`src/rtl/ttu_pkg.sv`:
```
package ttu_pkg;

    localparam int NUM_TMR  = 3;
    localparam int NARROW_W = 16;
    localparam int WIDE_W   = 24;

    typedef enum logic [1:0] {
        MD_TERM  = 2'd0,
        MD_RATE  = 2'd1,
        MD_SWSTB = 2'd2,
        MD_HWSTB = 2'd3
    } tmode_e;

    typedef enum logic [1:0] {
        SRC_OSC  = 2'd0,
        SRC_T1   = 2'd1,
        SRC_EOC  = 2'd2,
        SRC_EOS  = 2'd3
    } t2src_e;

    typedef enum logic [1:0] {
        FN_TIMER = 2'd0,
        FN_COUNT = 2'd1,
        FN_WDOG  = 2'd2,
        FN_RSVD  = 2'd3
    } t2fn_e;

    localparam logic [2:0] A_SEL    = 3'd0;
    localparam logic [2:0] A_DATA   = 3'd1;
    localparam logic [2:0] A_TMODE  = 3'd2;
    localparam logic [2:0] A_CTRL   = 3'd3;
    localparam logic [2:0] A_SEQ    = 3'd4;
    localparam logic [2:0] A_STATUS = 3'd5;

endpackage

```
`src/rtl/ttu_prescaler.sv`:
```
module ttu_prescaler #(
    parameter int DIV = 10
) (
    input  logic clk,
    input  logic rst_n,
    input  logic en_i,
    output logic tick_o
);
    localparam int CW = (DIV > 1) ? $clog2(DIV) : 1;
    localparam logic [CW-1:0] LAST = CW'(DIV - 1);

    logic [CW-1:0] cnt_d, cnt_q;

    always_comb begin
        cnt_d  = cnt_q;
        tick_o = 1'b0;
        if (en_i) begin
            if (cnt_q == LAST) begin
                cnt_d  = '0;
                tick_o = 1'b1;
            end else begin
                cnt_d = cnt_q + 1'b1;
            end
        end
    end

    always_ff @(posedge clk) begin
        if (!rst_n) cnt_q <= '0;
        else        cnt_q <= cnt_d;
    end

endmodule

```
`src/rtl/ttu_counter.sv`:
```
module ttu_counter
    import ttu_pkg::*;
#(
    parameter int W = 16
) (
    input  logic         clk,
    input  logic         rst_n,
    input  logic         tick_i,
    input  logic         gate_i,
    input  tmode_e       mode_i,
    input  logic         load_i,
    input  logic [W-1:0] load_val_i,
    input  logic         trig_i,
    output logic [W-1:0] cnt_o,
    output logic         pulse_o,
    output logic         term_o
);
    typedef struct packed {
        logic [W-1:0] cnt;
        logic [W-1:0] rel;
        logic         armed;
        logic         pulse;
        logic         term;
    } cstate_t;

    cstate_t s_d, s_q;
    logic [W-1:0] clamped;

    always_comb begin
        clamped = (load_val_i < W'(2)) ? W'(2) : load_val_i;
        s_d       = s_q;
        s_d.pulse = 1'b0;
        s_d.term  = 1'b0;
        if (load_i) begin
            s_d.rel   = clamped;
            s_d.cnt   = clamped;
            s_d.armed = (mode_i != MD_HWSTB);
        end else if (trig_i && mode_i == MD_HWSTB) begin
            s_d.cnt   = s_q.rel;
            s_d.armed = 1'b1;
        end else if (tick_i && gate_i && s_q.armed) begin
            if (s_q.cnt == W'(1)) begin
                s_d.term = 1'b1;
                if (mode_i == MD_RATE) begin
                    s_d.cnt   = s_q.rel;
                    s_d.pulse = 1'b1;
                end else begin
                    s_d.cnt   = '0;
                    s_d.armed = 1'b0;
                    s_d.pulse = (mode_i != MD_TERM);
                end
            end else begin
                s_d.cnt = s_q.cnt - 1'b1;
            end
        end
    end

    always_ff @(posedge clk) begin
        if (!rst_n) s_q <= '0;
        else        s_q <= s_d;
    end

    assign cnt_o   = s_q.cnt;
    assign pulse_o = s_q.pulse;
    assign term_o  = s_q.term;


    cnt_floor_chk: assert property (@(posedge clk) disable iff (!rst_n)
        load_i |=> (s_q.cnt >= W'(2)));


    gate_hold_chk: assert property (@(posedge clk) disable iff (!rst_n)
        (!gate_i && !load_i && !trig_i) |=> $stable(s_q.cnt));


    strobe_rest_chk: assert property (@(posedge clk) disable iff (!rst_n)
        (s_q.pulse && $past(mode_i) != MD_RATE) |-> (s_q.cnt == '0));


    rate_reload_chk: assert property (@(posedge clk) disable iff (!rst_n)
        (s_q.pulse && $past(mode_i) == MD_RATE) |-> (s_q.cnt == s_q.rel));

endmodule

```
`src/rtl/tri_timer_unit.sv`:
```
module tri_timer_unit
    import ttu_pkg::*;
#(
    parameter int PRESC0 = 10,
    parameter int PRESC1 = 1000,
    parameter int PRESC2 = 1000
) (
    input  logic        clk,
    input  logic        rst_n,
    input  logic        osc_en,
    input  logic        wr_en,
    input  logic        rd_en,
    input  logic [2:0]  addr,
    input  logic [15:0] wdata,
    output logic [15:0] rdata,
    input  logic        eoc_evt,
    input  logic        eos_evt,
    input  logic [2:0]  hw_trig,
    output logic [2:0]  pace_tick,
    output logic [2:0]  term_tick,
    output logic        irq,
    output logic        wdog_bark,
    output logic [3:0]  dout
);
    localparam int HI_W = WIDE_W - NARROW_W;

    typedef struct packed {
        logic [7:0]        sel;
        logic [5:0]        tmode;
        logic [2:0]        gate;
        logic [7:0]        seq;
        logic [WIDE_W-1:0] stage2;
        logic              flag;
        logic              bark;
    } regs_t;

    regs_t r_d, r_q;

    logic [NUM_TMR-1:0] presc_tick, tmr_tick, ld;
    logic [WIDE_W-1:0]  ld_val [NUM_TMR];
    logic [WIDE_W-1:0]  cnt_w  [NUM_TMR];
    t2src_e             src2;
    t2fn_e              fn2;
    logic               sel_rd;

    assign src2   = t2src_e'(r_q.seq[7:6]);
    assign fn2    = t2fn_e'(r_q.seq[5:4]);
    assign sel_rd = rd_en && (addr == A_SEL);

    // timer 2 clock source and function
    always_comb begin
        tmr_tick[1:0] = presc_tick[1:0];
        unique case (src2)
            SRC_OSC: tmr_tick[2] = (fn2 == FN_COUNT) ? osc_en : presc_tick[2];
            SRC_T1:  tmr_tick[2] = pace_tick[1];
            SRC_EOC: tmr_tick[2] = eoc_evt;
            default: tmr_tick[2] = eos_evt;
        endcase
    end

    // register window
    always_comb begin
        r_d = r_q;
        ld  = '0;
        for (int t = 0; t < NUM_TMR; t++) ld_val[t] = '0;

        if (wr_en) begin
            unique case (addr)
                A_SEL:   r_d.sel   = wdata[7:0];
                A_TMODE: r_d.tmode = wdata[5:0];
                A_CTRL:  r_d.gate  = wdata[14:12];
                A_SEQ:   r_d.seq   = wdata[7:0];
                A_DATA: begin
                    unique case (r_q.sel[1:0])
                        2'd0: begin
                            ld[0]     = 1'b1;
                            ld_val[0] = WIDE_W'(wdata);
                        end
                        2'd1: begin
                            ld[1]     = 1'b1;
                            ld_val[1] = WIDE_W'(wdata);
                        end
                        2'd2: r_d.stage2 = {r_q.stage2[WIDE_W-1:NARROW_W], wdata};
                        default: r_d.stage2 = {wdata[HI_W-1:0], r_q.stage2[NARROW_W-1:0]};
                    endcase
                    if (r_q.sel[1]) begin
                        ld[2]     = 1'b1;
                        ld_val[2] = r_d.stage2;
                    end
                end
                default: ;
            endcase
        end

        if (sel_rd) r_d.flag = 1'b0;
        if (term_tick[2]) r_d.flag = 1'b1;

        if (term_tick[2] && fn2 == FN_WDOG) r_d.bark = 1'b1;
        if (ld[2]) r_d.bark = 1'b0;
    end

    always_ff @(posedge clk) begin
        if (!rst_n) r_q <= '0;
        else        r_q <= r_d;
    end

    // read mux
    always_comb begin
        rdata = '0;
        unique case (addr)
            A_SEL:    rdata = {8'h00, r_q.sel};
            A_TMODE:  rdata = {10'h000, r_q.tmode};
            A_CTRL:   rdata = {1'b0, r_q.gate, 12'h000};
            A_SEQ:    rdata = {8'h00, r_q.seq};
            A_STATUS: rdata = {3'b000, r_q.flag, 12'h000};
            A_DATA: begin
                unique case (r_q.sel[1:0])
                    2'd0:    rdata = cnt_w[0][NARROW_W-1:0];
                    2'd1:    rdata = cnt_w[1][NARROW_W-1:0];
                    2'd2:    rdata = cnt_w[2][NARROW_W-1:0];
                    default: rdata = NARROW_W'(cnt_w[2][WIDE_W-1:NARROW_W]);
                endcase
            end
            default: rdata = '0;
        endcase
    end

    for (genvar t = 0; t < NUM_TMR; t++) begin : g_tmr
        localparam int P = (t == 0) ? PRESC0 : ((t == 1) ? PRESC1 : PRESC2);
        localparam int W = (t == 2) ? WIDE_W : NARROW_W;

        ttu_prescaler #(.DIV(P)) u_presc (
            .clk    (clk),
            .rst_n  (rst_n),
            .en_i   (osc_en),
            .tick_o (presc_tick[t])
        );

        ttu_counter #(.W(W)) u_cnt (
            .clk        (clk),
            .rst_n      (rst_n),
            .tick_i     (tmr_tick[t]),
            .gate_i     (r_q.gate[t]),
            .mode_i     (tmode_e'(r_q.tmode[2*t +: 2])),
            .load_i     (ld[t]),
            .load_val_i (ld_val[t][W-1:0]),
            .trig_i     (hw_trig[t]),
            .cnt_o      (cnt_w[t][W-1:0]),
            .pulse_o    (pace_tick[t]),
            .term_o     (term_tick[t])
        );

        if (W < WIDE_W) begin : g_pad
            assign cnt_w[t][WIDE_W-1:W] = '0;
        end
    end

    assign irq       = r_q.flag && r_q.seq[2];
    assign wdog_bark = r_q.bark;
    assign dout      = r_q.sel[7:4];


    flag_clear_chk: assert property (@(posedge clk) disable iff (!rst_n)
        (sel_rd && !term_tick[2]) |=> !irq);


    flag_set_chk: assert property (@(posedge clk) disable iff (!rst_n)
        term_tick[2] |=> (rdata[12] || addr != A_STATUS || r_q.flag));


    dout_follow_chk: assert property (@(posedge clk) disable iff (!rst_n)
        (wr_en && addr == A_SEL) |=> (dout == $past(wdata[7:4])));


    bark_clear_chk: assert property (@(posedge clk) disable iff (!rst_n)
        (wr_en && addr == A_DATA && r_q.sel[1]) |=> !wdog_bark);

endmodule

```
`config.mk`:
```
export PLATFORM = sky130hd
export DESIGN_NAME = tri_timer_unit
export DESIGN_NICKNAME = d
export VERILOG_FILES = /design/src/rtl/ttu_pkg.sv /design/src/rtl/ttu_prescaler.sv /design/src/rtl/ttu_counter.sv /design/src/rtl/tri_timer_unit.sv
export SDC_FILE = /design/constraint.sdc
export NUM_CORES = 1
export LEC_CHECK = 0
export BUFFER_PORTS_ARGS = -buffer_cell sky130_fd_sc_hd__buf_2
export CORE_MARGIN = 2
export CORE_UTILIZATION = 62
export DETAILED_ROUTE_END_ITERATION = 7
export PLACE_DENSITY = 0.89
export REMOVE_ABC_BUFFERS = 1
export SKIP_LAST_GASP = 1
export SLEW_MARGIN = 20
export SYNTH_ARGS = -nofsm -noshare
export SYNTH_HDL_FRONTEND = slang
export SYNTH_SLANG_ARGS = --single-unit
```
`constraint.sdc`:
```
create_clock -name clk -period 6.4 [get_ports clk]
set_input_delay 0.32 -clock clk [delete_from_list [all_inputs] [get_ports clk]]
set_output_delay 0.32 -clock clk [all_outputs]
set_load 0.01 [all_outputs]
```
Yosys cells after proc, flatten, opt, wreduce, memory -nomap -nowiden
Index checks and enable logic that the tools add are counted. Widths: inputs -> output; s select.

Bits in latches: 0. Memories kept: 0. Bits in read-only memories: 0. RAM bits: 0. Register bits: 196. Input port bits: 29. Logic and storage cells: 173.

Bitwise gates (word level): 7. Magnitude comparators: 3. Multiplexer cells: 62. Reduce and logical (&&, ||, !) cells: 41. Div/mod/pow operators: 0. Shifts and indexed selects: 0. Multipliers: 0. Add/sub/neg operators: 6. Equal/unequal tests: 29.

Operator list (number): $mux 16 (14); $mux 24 (7); $mux 64 (2); $pmux 16 s6 (1); $pmux 16 s3 (1); $pmux 24 s2 (1); $eq 16x1->1 const B (2); $lt 16x2->1 const B (2); $sub 16x1->16 const B (2); $eq 24x1->1 const B (1); $lt 24x2->1 const B (1); $mux 1 (24); $mux 3 (8); $sub 24x1->24 const B (1); $add 10x1->10 const B (2); $eq 10x10->1 const B (2); $mux 10 (2); $reduce_bool 3->1 (6); $reduce_or 5->1 (3); $eq 2x1->1 const B (6); $eq 2x2->1 const B (6); $logic_and 1x1->1 (12); $reduce_or 4->1 (3); $reduce_and 2->1 (5); 15 further kinds (34).

Depth between registers and ports, before layout
Gate-level depths: netlist of run 1.

Word-level depth: 10. Depth in mapped cells: 9.

Hierarchy
Synthesis of run 1 repeated with hierarchy kept, for this count alone.

Cells, all modules: 1524. Area total of the unflattened synthesis: 12335.6 sq um.

By module, submodules not included: ttu_counter at g_tmr[0].u_cnt ... (instances 2, cells an instance 289, area each 2237.1 sq um, seq. area each 700.7 sq um); tri_timer_unit (instances 1, cells an instance 388, area each 3389.5 sq um, seq. area each 1021.0 sq um); ttu_counter at g_tmr[2].u_cnt (instances 1, cells an instance 426, area each 3228.1 sq um, seq. area each 1021.0 sq um); ttu_prescaler at g_tmr[1].u_presc ... (instances 2, cells an instance 55, area each 524.3 sq um, seq. area each 200.2 sq um); ttu_prescaler at g_tmr[0].u_presc (instances 1, cells an instance 22, area each 195.2 sq um, seq. area each 80.1 sq um).

Worst setup path before layout of run 1
Ideal clock, no wire load.

Path kind: flip-flop to flip-flop. Start: register g_tmr[2].u_cnt.s_q, in the netlist g_tmr[2].u_cnt.cnt_o[7]. End: register g_tmr[2].u_cnt.s_q, in the netlist g_tmr[2].u_cnt.cnt_o[18]. Stages on the path, launching flop included: 9. Setup time: 116 ps. Arrival time: 2261 ps. Data required time: 6284 ps. Slack: 4023 ps. Path buffers: 2. Cell sequence: dfxtp_1 -> or4_1 -> buf_2 -> or3_1 -> buf_2 -> or4_4 -> xor2_1 -> o211ai_2 -> o211a_1.

Cells in the longest elaborated chain, start to end: 5. Elaborated cells on any way between the ends: 6. Those cells by class: add/sub: 1; eq/ne: 1; mux: 4.

Ends and longest elaborated chain: start, declared (RTL line ttu_counter.sv:26) `cstate_t s_d, s_q;`; start signal, assigned (RTL line ttu_counter.sv:59) `if (!rst_n) s_q <= '0;`; start signal, assigned (RTL line ttu_counter.sv:60) `else s_q <= s_d;`; $sub 24x1->24 or $eq 24x1->1 (tied branches) (RTL line ttu_counter.sv:53, ttu_counter.sv:42); $mux 24 (*) (RTL line ttu_counter.sv:42) `if (s_q.cnt == W'(1)) begin`; $mux 24 (*) (RTL line ttu_counter.sv:41) `end else if (tick_i && gate_i && s_q.armed) begin`; $mux 24 (*) (RTL line ttu_counter.sv:38) `end else if (trig_i && mode_i == MD_HWSTB) begin`; $mux 24 (*) (RTL line ttu_counter.sv:34) `if (load_i) begin`.

Every way passes the cells marked *; elsewhere a longest branch is shown, timed or not. The select of a mux whose other input is x is not followed. A chain may end at the register's enable or synchronous reset.

Final worst setup path of run 1
Start: register g_tmr[2].u_cnt.s_q, in the netlist g_tmr[2].u_cnt.cnt_o[16]. End: register g_tmr[2].u_cnt.s_q, in the netlist g_tmr[2].u_cnt.cnt_o[3].

Cells in the longest elaborated chain, start to end: 5.

Ends and longest elaborated chain (RTL line): $eq 24x1->1 (ttu_counter.sv:42); $mux 24 (ttu_counter.sv:42); $mux 24 (ttu_counter.sv:41); $mux 24 (ttu_counter.sv:38); $mux 24 (ttu_counter.sv:34).

No other way between the ends. The select of a mux whose other input is x is not followed.

==> metrics.cfg, run 1 <==
[routing]
drt-met1-wl_um = 12900
routed_via_density = 6.64
first_iter_violations = 1317
route.top_layer_used = met4
met2WireLength_um = 14500
drc = 0
wl_met3_um = 3820
drtPass1Iterations = 6
post_drt_wl_per_cell_um = 20.7
antenna_left = 0
wirelength_um = 32700
vias = 10476

[clock_tree]
clk_latency_ns = 0.45
h-tree-depth = 4
clkSinkCount = 196
worst_setup_hold_path_clk_slew_ns = 0.07
ctsRootBufferMaster = clkbuf_16
post_cts_resized = 0
cts_hold_buf = 0
cts_tree = yes
postCtsSetupBuffers = 0
cts_max_path_buffers = 2
cts_made_buffers = 17

[yosys]
synth.distinct_cells = 69
ys.flop_type = dfxtp_1
yosys.area.top_type = dfxtp_1
yosys_warnings = 0
avgSynthCellArea_sq_um = 7.60
yosys-top-cells-area = dfxtp_1, a21oi_1, nand2_1
ys_ff_latch = 196
async_reset_ff_share_pct = 0
synth_cells = 1357
synth_top_area_share_pct = 38.1
synth.cell_area_sq_mm = 0.0103
synth-seq-area-share_pct = 38.1
synth-edff-count = 0

[final_layout]
design_area_sq_mm = 0.0111
multiInputGateArea_sq_mm = 0.00590
final_cells = 1577
ff_latch_area_sq_mm = 0.00392
n_antenna_cell = 0
fill_cells = 1338
area_delta_synth_final_pct = 7.74
drive_above_1_share_pct = 9.36
nets = 1381

[global_routing]
grt_overflow_total = 0
grt_max_degree = 63
grt_pass1_vias = 9571
grt_pass1_wl_um = 51300
grtUsageTotal_pct = 37.0
antenna_found_initial = 0

[worst_hold_path]
min_path_type = in2reg

[timing]
slew_viol_final = 0
tightest_slew_ns = 1.01
setup_viol = 0
skew_ns = 0.0100
fmax_ghz = 0.317
rsz0062_at_grt = no
hold_viol = 0
fin_hold_ws_ns = 0.224
min_period_ns = 3.16
slew_headroom_pct = 32.2
setup_tns_ns = 0
post-route-period-util_pct = 49.3

[worst_setup_path]
critPathCaptureType = flop
start_kind = flop
cp_max_fo = 8
cp_data_arrival_time_ns = 3.51
slowest_stage = nor4_1
criticalPathCategory = reg2reg
required_ns = 6.75
critical-path-max-stage-delay_ns = 0.84
crit_chain = nor4_1, nand4_1, o21ai_0, buf_4, a31oi_1, a211oi_1

[die]
die_area_sq_mm = 0.0177
start_util_pct = 62.8
design.core.area_sq_mm = 0.0164
fp-row-count = 47
io_pins = 57
fp.dieW_um = 133
die_y_um = 133

[pwr]
p_leak_uw = 0.00418
power_uw = 2500
powerDensity_mw_per_mm2 = 225
max-vdd-ir-drop_uv = 210

[placed_design]
place_congestion = 1.03
hpwlAfterDp_um = 22300
dp_cells = 1545
port_buffers = 56
dpl-instance-area_sq_mm = 0.0106

[status]
outcome = complete, no violations

[flow_run]
max-cap-violations = 0

==> metal layers <==
layer / global-route usage (%) / vias to the layer above
li1: - / 4814
met1: 48.0 / 4838
met2: 57.0 / 709
met3: 10.7 / 115
met4: 17.5 / 0
met5: 0 / -
==> critical path, delay by kind of cell, from the launching register on <==
family	cells	cell delay, ns
flops	1	0.39
simple gates	2	1.31
compound gates	3	1.07
buf+inv	1	0.28
==> placed cells by master (no fill, tap or decap), drive strengths merged, types with 5 or more instances in the layout <==
cell type and n:
a21oi 173, nand2 228, a222oi 5, nor3 33, xor2 16, mux4 8, xnor2 19, dfxtp 196
mux2i 41, o22ai 13, a32o 6, nand3 42, nand4 12, nor2 146, o21ai 89, and2 11
nor4 23, and3 13, clkinv 10, o211ai 5, o31ai 15, buf 70, nor2b 10, ha 8
or4 7, inv 16, nand2b 11, a211oi 8, a31oi 17, clkbuf 20, a221oi 5, or3 10
==> synthesized netlist by cell type (19+ instances only) <==
library cell,instances
nand3_1,42
nand2_1,228
mux2i_1,41
clkbuf_1,78
a21oi_1,173
dfxtp_1,196
xnor2_1,19
nor3_1,33
o21ai_0,85
nor4_1,22
nor2_1,145
==> flip-flops by register name (all words and copies together) (netlist names) <==
| signal | flops |
|---|---|
| fn2 | 2 |
| wdog_bark | 1 |
| g_tmr.u_cnt.cnt_o | 56 |
| dout | 4 |
| g_tmr.u_cnt.s_q | 59 |
| g_tmr.u_cnt.pulse_o | 3 |
| r_q | 44 |
| g_tmr.u_cnt.term_o | 3 |
| g_tmr.u_presc.cnt_q | 24 |
==> area by class of cell <==
type / instances / area share [%]
clock buffer: 20 / 4.02
sequential: 196 / 35.3
inverter: 17 / 0.586
timing repair buffer: 70 / 3.47
multi-input combinational: 1042 / 53.1
clock inverter: 12 / 0.980
tap: 220 / 2.48
==> per-stage QoR <==
step | worst slack (ns) | utilization [%]
after detailed placement | 3.32 | 64.3
final | 3.24 | 67.7
after floorplan | 2.89 | -
after global placement | 3.38 | 64.3
after global routing | 2.93 | 67.7
after CTS | 3.30 | 67.7
==> power by group <==
group	leakage, uW	switching (uW)	total (uW)	internal [uW]
combinational	0.00233	144	215	71.6
clock	0.000270	482	1030	547
sequential	0.00158	19.0	1250	1230
==> cells by family (layout without fill, tap and decap cells) <==
logic type,count (synthesis),after routing,share of synthesized area [%]
and+or+nand+nor,569,569,25.3
AOI/OAI and AO/OA,378,378,21.9
DFF,196,196,38.1
buffers and inverters,119,119,4.79
muxes,52,52,6.06
xor gates and xnor gates,35,35,2.97
adders and majority gates,8,8,0.971
==> path summary, 6_finish.rpt <==
kind                                                       startpoint                                   end  slack (ns)  cells past startpoint
worst max-delay path            g_tmr[2].u_cnt.cnt_o[16]$_SDFFE_PN0P_  g_tmr[2].u_cnt.cnt_o[3]$_SDFFE_PN0P_        3.24                      6
worst min-delay path                                         wdata[8]   g_tmr[0].u_cnt.s_q[11]$_SDFFE_PN0P_        0.22                      3
worst min register to register    g_tmr[0].u_cnt.s_q[16]$_SDFFE_PN0P_   g_tmr[0].u_cnt.s_q[16]$_SDFFE_PN0P_        0.46                      2
worst max register to register  g_tmr[2].u_cnt.cnt_o[16]$_SDFFE_PN0P_  g_tmr[2].u_cnt.cnt_o[3]$_SDFFE_PN0P_        3.24                      6
No activity file was read; power rests on OpenSTA's default activity.
==> inputs of run 2 (changes only) <==
--- a/config.mk
+++ b/config.mk
@@ -7,9 +7,9 @@
 export LEC_CHECK = 0
 export BUFFER_PORTS_ARGS = -buffer_cell sky130_fd_sc_hd__buf_2
 export CORE_MARGIN = 2
-export CORE_UTILIZATION = 62
+export CORE_UTILIZATION = 56
 export DETAILED_ROUTE_END_ITERATION = 7
-export PLACE_DENSITY = 0.89
+export PLACE_DENSITY = 0.85
 export REMOVE_ABC_BUFFERS = 1
 export SKIP_LAST_GASP = 1
 export SLEW_MARGIN = 20
==> constraint.sdc (replaced) <==
create_clock -name clk -period 2.7 [get_ports clk]
set_input_delay 0.135 -clock clk [delete_from_list [all_inputs] [get_ports clk]]
set_output_delay 0.135 -clock clk [all_outputs]
set_load 0.01 [all_outputs]
==> metrics.cfg, run 2 (synthesis results as in run 1) <==
[die]
io_pins = 57  ; unchanged
start_util_pct = 57.2  ; -5.6 points
design.core.area_sq_mm = 0.0180  ; +9.9%
die_area_sq_mm = 0.0195  ; +10%
fp-row-count = 49  ; +4.3%
die_y_um = 140  ; +5.1%
fp.dieW_um = 140  ; +5.1%

[global_routing]
grt_overflow_total = 0  ; unchanged
grt_pass1_vias = 9958  ; +4.0%
grt_max_degree = 56  ; -11%
grtUsageTotal_pct = 34.5  ; -2.5 points
antenna_found_initial = 0  ; unchanged
grt_pass1_wl_um = 53800  ; +4.8%

[status]
outcome = complete, no violations

[final_layout]
regMostFlops = g_tmr.u_cnt.s_q
nets = 1437  ; +4.1%
final_common_cell = nand2_1
finalCoreUtilization_pct = 64.5  ; -3.2 points
final_cell_mix = nand2_1, dfxtp_1, a21oi_1, nor2_1, o21ai_0
drive_above_1_share_pct = 13.1  ; +3.7 points
design_area_sq_mm = 0.0116  ; +4.6%
largest_register_ffs = 59  ; unchanged
area_delta_synth_final_pct = 12.7
n_antenna_cell = 0  ; unchanged

[worst_setup_path]
cp_max_fo = 12  ; +4
required_ns = 2.57  ; -4.18 ns
criticalPathCategory = reg2out
reg2reg_setup_slack_ns = 0.18  ; -3.06 ns
critPathCaptureType = primary output
r2r_end = g_tmr[2].u_cnt.cnt_o[8]$_SDFFE_PN0P_
reg2reg_depth = 7  ; +1
r2r-start = g_tmr[2].u_cnt.cnt_o[12]$_SDFFE_PN0P_
start_kind = flop
cp_data_arrival_time_ns = 2.52  ; -0.99 ns

[routing]
drc = 0  ; unchanged
first_iter_violations = 1412  ; +7.2%
vias = 10676  ; +1.9%
drtPass1Iterations = 7  ; +1
post_drt_wl_per_cell_um = 20.8  ; +0.40%
wirelength_um = 34200  ; +4.5%
routed_via_density = 6.51  ; -2.1%
antenna_left = 0  ; unchanged

[pwr]
power_uw = 6180  ; +150%
p_leak_uw = 0.00449  ; +7.5%
max-vdd-ir-drop_uv = 453  ; +120%
powerDensity_mw_per_mm2 = 532  ; +140%

[clock_tree]
cts_max_path_buffers = 2  ; unchanged
cts_hold_buf = 0  ; unchanged
ctsRootBufferMaster = clkbuf_16
h-tree-depth = 4  ; unchanged
cts_tree = yes
worst_setup_hold_path_clk_slew_ns = 0.07  ; about the same
cts_made_buffers = 17  ; unchanged
postCtsSetupBuffers = 0  ; unchanged
clkSinkCount = 196  ; unchanged
clk_latency_ns = 0.45  ; about the same

[timing]
hold_viol = 0  ; unchanged
fin_hold_ws_ns = 0.0331  ; -0.190 ns
post-route-period-util_pct = 98.3
fin_ws_ns = 0.0451  ; -3.20 ns
skew_ns = 0.0109  ; +0.000917 ns
tightest_slew_ns = 0.922  ; -0.0840 ns
setup_viol = 0  ; unchanged
slew_headroom_pct = 38.5  ; +6.3 points
min_period_ns = 2.65
slew_viol_final = 0  ; unchanged
fmax_ghz = 0.377
rsz0062_at_grt = no

[flow_run]
max-cap-violations = 0  ; unchanged

[worst_hold_path]
hold_depth = 3  ; unchanged
min_path_type = in2reg
min_from = wdata[8]
min_to = r_q[10]$_SDFFE_PN0P_

[placed_design]
hpwlAfterDp_um = 24000  ; +7.6%
dpl-instance-area_sq_mm = 0.0110  ; +4.3%
post-place-ws_ns = 0.246  ; -3.07 ns
place_congestion = 1.04  ; +0.13%
port_buffers = 56  ; unchanged

run 2: cell types whose count changed in the layout (fill, tap and decap cells not counted), sizes merged:
| cell | previous run | this run |
|---|---|---|
| buf | 70 | 126 |
| clkinv | 10 | 4 |
| inv | 16 | 19 |
| bufinv | 1 | 3 |
run 2: what timing repair did:
action                                  4_1_cts  5_1_grt
gates cloned                                  0        0
endpoints found under the hold margin         0        0
resized for setup                             1        1
endpoints found under the setup margin        1        1
run 2: area by class of cell:
cell class	count	area, sq um
Timing Repair Buffer	126	831
Tap cell	229	287
Fill cell	1564	6400
Multi-Input combinational cell	1042	5910
Sequential cell	196	3920
Clock inverter	11	150
Clock buffer	20	457
Inverter	17	65.1
run 2: worst max path at each step:
stage,startpoint,to,slack (ns),cells after the start
2_1_floorplan,wr_en,g_tmr[2].u_cnt.cnt_o[13]$_SDFFE_PN0P_,-0.62,5
3_5_place_dp,g_tmr[0].u_cnt.cnt_o[12]$_SDFFE_PN0P_,g_tmr[0].u_cnt.cnt_o[6]$_SDFFE_PN0P_,0.25,7
5_1_grt,r_q[43]$_SDFFE_PN0P_,rdata[12],0.02,7
3_3_place_gp,g_tmr[0].u_cnt.cnt_o[12]$_SDFFE_PN0P_,g_tmr[0].u_cnt.cnt_o[6]$_SDFFE_PN0P_,0.27,7
4_1_cts,r_q[43]$_SDFFE_PN0P_,rdata[12],0.16,7
6_report,r_q[43]$_SDFFE_PN0P_,rdata[12],0.05,7
run 2: per-layer routing:
metal	up-vias	GRT usage (%)	wire [um]
met5	-	0	0
met3	113	9.33	3930
met1	5034	45.1	13300
met4	0	15.4	1450
met2	616	53.4	15500
li1	4913	-	-
run 2: per-stage QoR:
stage	TNS, ns	cells
floorplan	-11.98	1255
global placement	0	1610
detailed placement	0	1610
CTS	0	1641
global route	0	1641
finish	0	1641
run 2: worst max-delay path, stage by stage, from the launching register on:
cell	delay, ns
dfxtp_1	0.71
nor2b_2	0.53
nand2_1	0.16
o21ai_0	0.14
mux2i_1	0.11
o22ai_1	0.16
and2_1	0.15
buf_2	0.12
run 2: report_power, final:
part           total [uW]  leakage [uW]  internal [uW]  switching [uW]
Combinational         553       0.00262            195             357
Clock                2660      0.000293           1510            1150
Sequential           2970       0.00158           2920            43.5
Total                6180       0.00449           4630            1550
==> inputs of run 3 (changes only) <==
--- a/config.mk
+++ b/config.mk
@@ -5,9 +5,10 @@
 export SDC_FILE = /design/constraint.sdc
 export NUM_CORES = 1
 export LEC_CHECK = 0
-export BUFFER_PORTS_ARGS = -buffer_cell sky130_fd_sc_hd__buf_2
+export BUFFER_PORTS_ARGS = -buffer_cell sky130_fd_sc_hd__buf_4
 export CORE_MARGIN = 2
 export CORE_UTILIZATION = 56
+export CTS_CLUSTER_DIAMETER = 40
 export DETAILED_ROUTE_END_ITERATION = 7
 export PLACE_DENSITY = 0.85
 export REMOVE_ABC_BUFFERS = 1
==> metrics.cfg, run 3 (synthesis results as in run 1) <==
[clock_tree]
ctsRootBufferMaster = clkbuf_16
h-tree-depth = 4  ; unchanged
cts_made_buffers = 17  ; unchanged
cts_tree = yes
worst_setup_hold_path_clk_slew_ns = 0.07  ; about the same
cts_max_path_buffers = 2  ; unchanged
post_cts_resized = 0  ; -1
clk_latency_ns = 0.44  ; about the same
clkSinkCount = 196  ; unchanged

[final_layout]
nets = 1431  ; -0.42%
final_cell_mix = nand2_1, dfxtp_1, a21oi_1, nor2_1, buf_4
finalCoreUtilization_pct = 65.2  ; +0.75 points
final_cells = 1637  ; -0.24%
regMostFlops = g_tmr.u_cnt.s_q
fill_cells = 1569  ; +0.32%
largest_register_ffs = 59  ; unchanged
design_area_sq_mm = 0.0118  ; +1.2%
ff_latch_area_sq_mm = 0.00392  ; unchanged
multiInputGateArea_sq_mm = 0.00590  ; about the same
final_common_cell = nand2_1
drive_above_1_share_pct = 12.6  ; -0.52 points
area_delta_synth_final_pct = 14.0

[placed_design]
dp_cells = 1602  ; -0.50%
port_buffers = 56  ; unchanged
dpl-instance-area_sq_mm = 0.0111  ; +1.1%
place_congestion = 1.07  ; +2.9%
hpwlAfterDp_um = 24400  ; +1.6%

[worst_setup_path]
crit_chain = buf_4, mux4_2, a21oi_1, nor2_1, buf_4
start_kind = flop
path_common_cell = buf_4
critPathCaptureType = primary output
reg2reg_setup_slack_ns = 0.14  ; -0.04 ns
critical-path-max-stage-delay_ns = 0.75  ; +0.04 ns
required_ns = 2.57  ; about the same
slowest_stage = dfxtp_1
cp_max_fo = 12  ; unchanged
criticalPathCategory = reg2out
cp_data_arrival_time_ns = 2.46  ; -0.06 ns

[die]
die_area_sq_mm = 0.0195  ; unchanged
fp-row-count = 49  ; unchanged
fp.dieW_um = 140  ; unchanged
design.core.area_sq_mm = 0.0180  ; unchanged
io_pins = 57  ; unchanged
start_util_pct = 57.2  ; unchanged
die_y_um = 140  ; unchanged

[global_routing]
grt_max_degree = 60  ; +7.1%
grt_pass1_wl_um = 53500  ; -0.45%
grt_pass1_vias = 9939  ; -0.19%
antenna_found_initial = 2  ; +2
grt_overflow_total = 0  ; unchanged
grtUsageTotal_pct = 34.5  ; +0.061 points

[routing]
drtPass1Iterations = 6  ; -1
antenna_left = 0  ; unchanged
post_drt_wl_per_cell_um = 21.1  ; +1.3%
vias = 10625  ; -0.48%
routed_via_density = 6.49  ; -0.23%
drc = 0  ; unchanged
wirelength_um = 34500  ; +1.0%
first_iter_violations = 1374  ; -2.7%

[timing]
tightest_slew_ns = 0.868  ; -0.0537 ns
slew_headroom_pct = 42.1  ; +3.6 points
fmax_ghz = 0.386  ; +2.5%
min_period_ns = 2.59  ; -0.0639 ns
post-route-period-util_pct = 96.0  ; -2.4 points
rsz0062_at_grt = no
slew_viol_final = 0  ; unchanged
skew_ns = 0.00979  ; -0.00113 ns
setup_viol = 0  ; unchanged
setup_tns_ns = 0  ; unchanged
fin_hold_ws_ns = 0.00801  ; -0.0251 ns
hold_viol = 0  ; unchanged

[worst_hold_path]
min_path_type = in2reg

[flow_run]
max-cap-violations = 0  ; unchanged

[pwr]
powerDensity_mw_per_mm2 = 526  ; -1.1%
p_leak_uw = 0.00450  ; +0.13%
max-vdd-ir-drop_uv = 512  ; +13%

[status]
outcome = complete, no violations

[run 3: cell count changes in the layout (fill, tap and decap cells not counted), moves of 2 or more]
cell           before  now
buf_2              56    0
buf_4              68  113
inv_8               0    4
buf_12              2    5
dlygate4sd3_1       0    2
[run 3: final timing paths]
check | startpoint | to | depth (start not counted)
max reg2reg | g_tmr[2].u_cnt.cnt_o[7]$_SDFFE_PN0P_ | g_tmr[2].u_cnt.cnt_o[2]$_SDFFE_PN0P_ | 6
min reg2reg | r_q[2]$_SDFFE_PN0P_ | r_q[2]$_SDFFE_PN0P_ | 2
min | wdata[9] | r_q[11]$_SDFFE_PN0P_ | 3
max | r_q[43]$_SDFFE_PN0P_ | rdata[7] | 5
[run 3: cell type report]
type                    instances  share of cell area, %
repair buffers                120                   8.24
diodes                          1                 0.0213
inverters                      17                  0.553
flip-flops and latches        196                   33.4
clock buffers                  18                   3.74
clock inverters                14                   1.42
well taps                     229                   2.44
multi-input cells            1042                   50.2
[run 3: report_power, final]
group          internal [uW]  leakage, uW  switching [uW]
clock network           1430     0.000299            1240
registers               2920      0.00158            43.2
logic                    208      0.00262             355
total                   4560      0.00450            1630
[run 3: metal layers]
| metal | share of wire [%] | vias up | global-route usage [%] |
|---|---|---|---|
| li1 | - | 4909 | - |
| met1 | 39 | 4919 | 45.4 |
| met2 | 44 | 682 | 53.0 |
| met3 | 12 | 113 | 10.2 |
| met4 | 4.2 | 2 | 14.8 |
| met5 | 0.038 | - | 0 |
[run 3: worst max-delay path, delay by kind of cell (launching register included)]
family          cells  cell delay (ns)
flops               1             0.75
mux                 1             0.58
buf+inv             2             0.45
compound gates      1             0.17
simple gates        1             0.05
[run 3: repair_timing]
action | in CTS | in global routing
hold buffers | 2 | 0
endpoints found under the setup margin | 0 | 0
setup buffers | 0 | 0
hold endpoints to repair | 3 | 0
[run 3: stage by stage]
step / total power, uW / setup slack (ns)
2_1_floorplan: 3310 / -0.621
3_3_place_gp: 3570 / 0.239
3_5_place_dp: 3570 / 0.212
4_1_cts: 6190 / 0.151
5_1_grt: 6360 / 0.0113
6_report: 6190 / 0.109
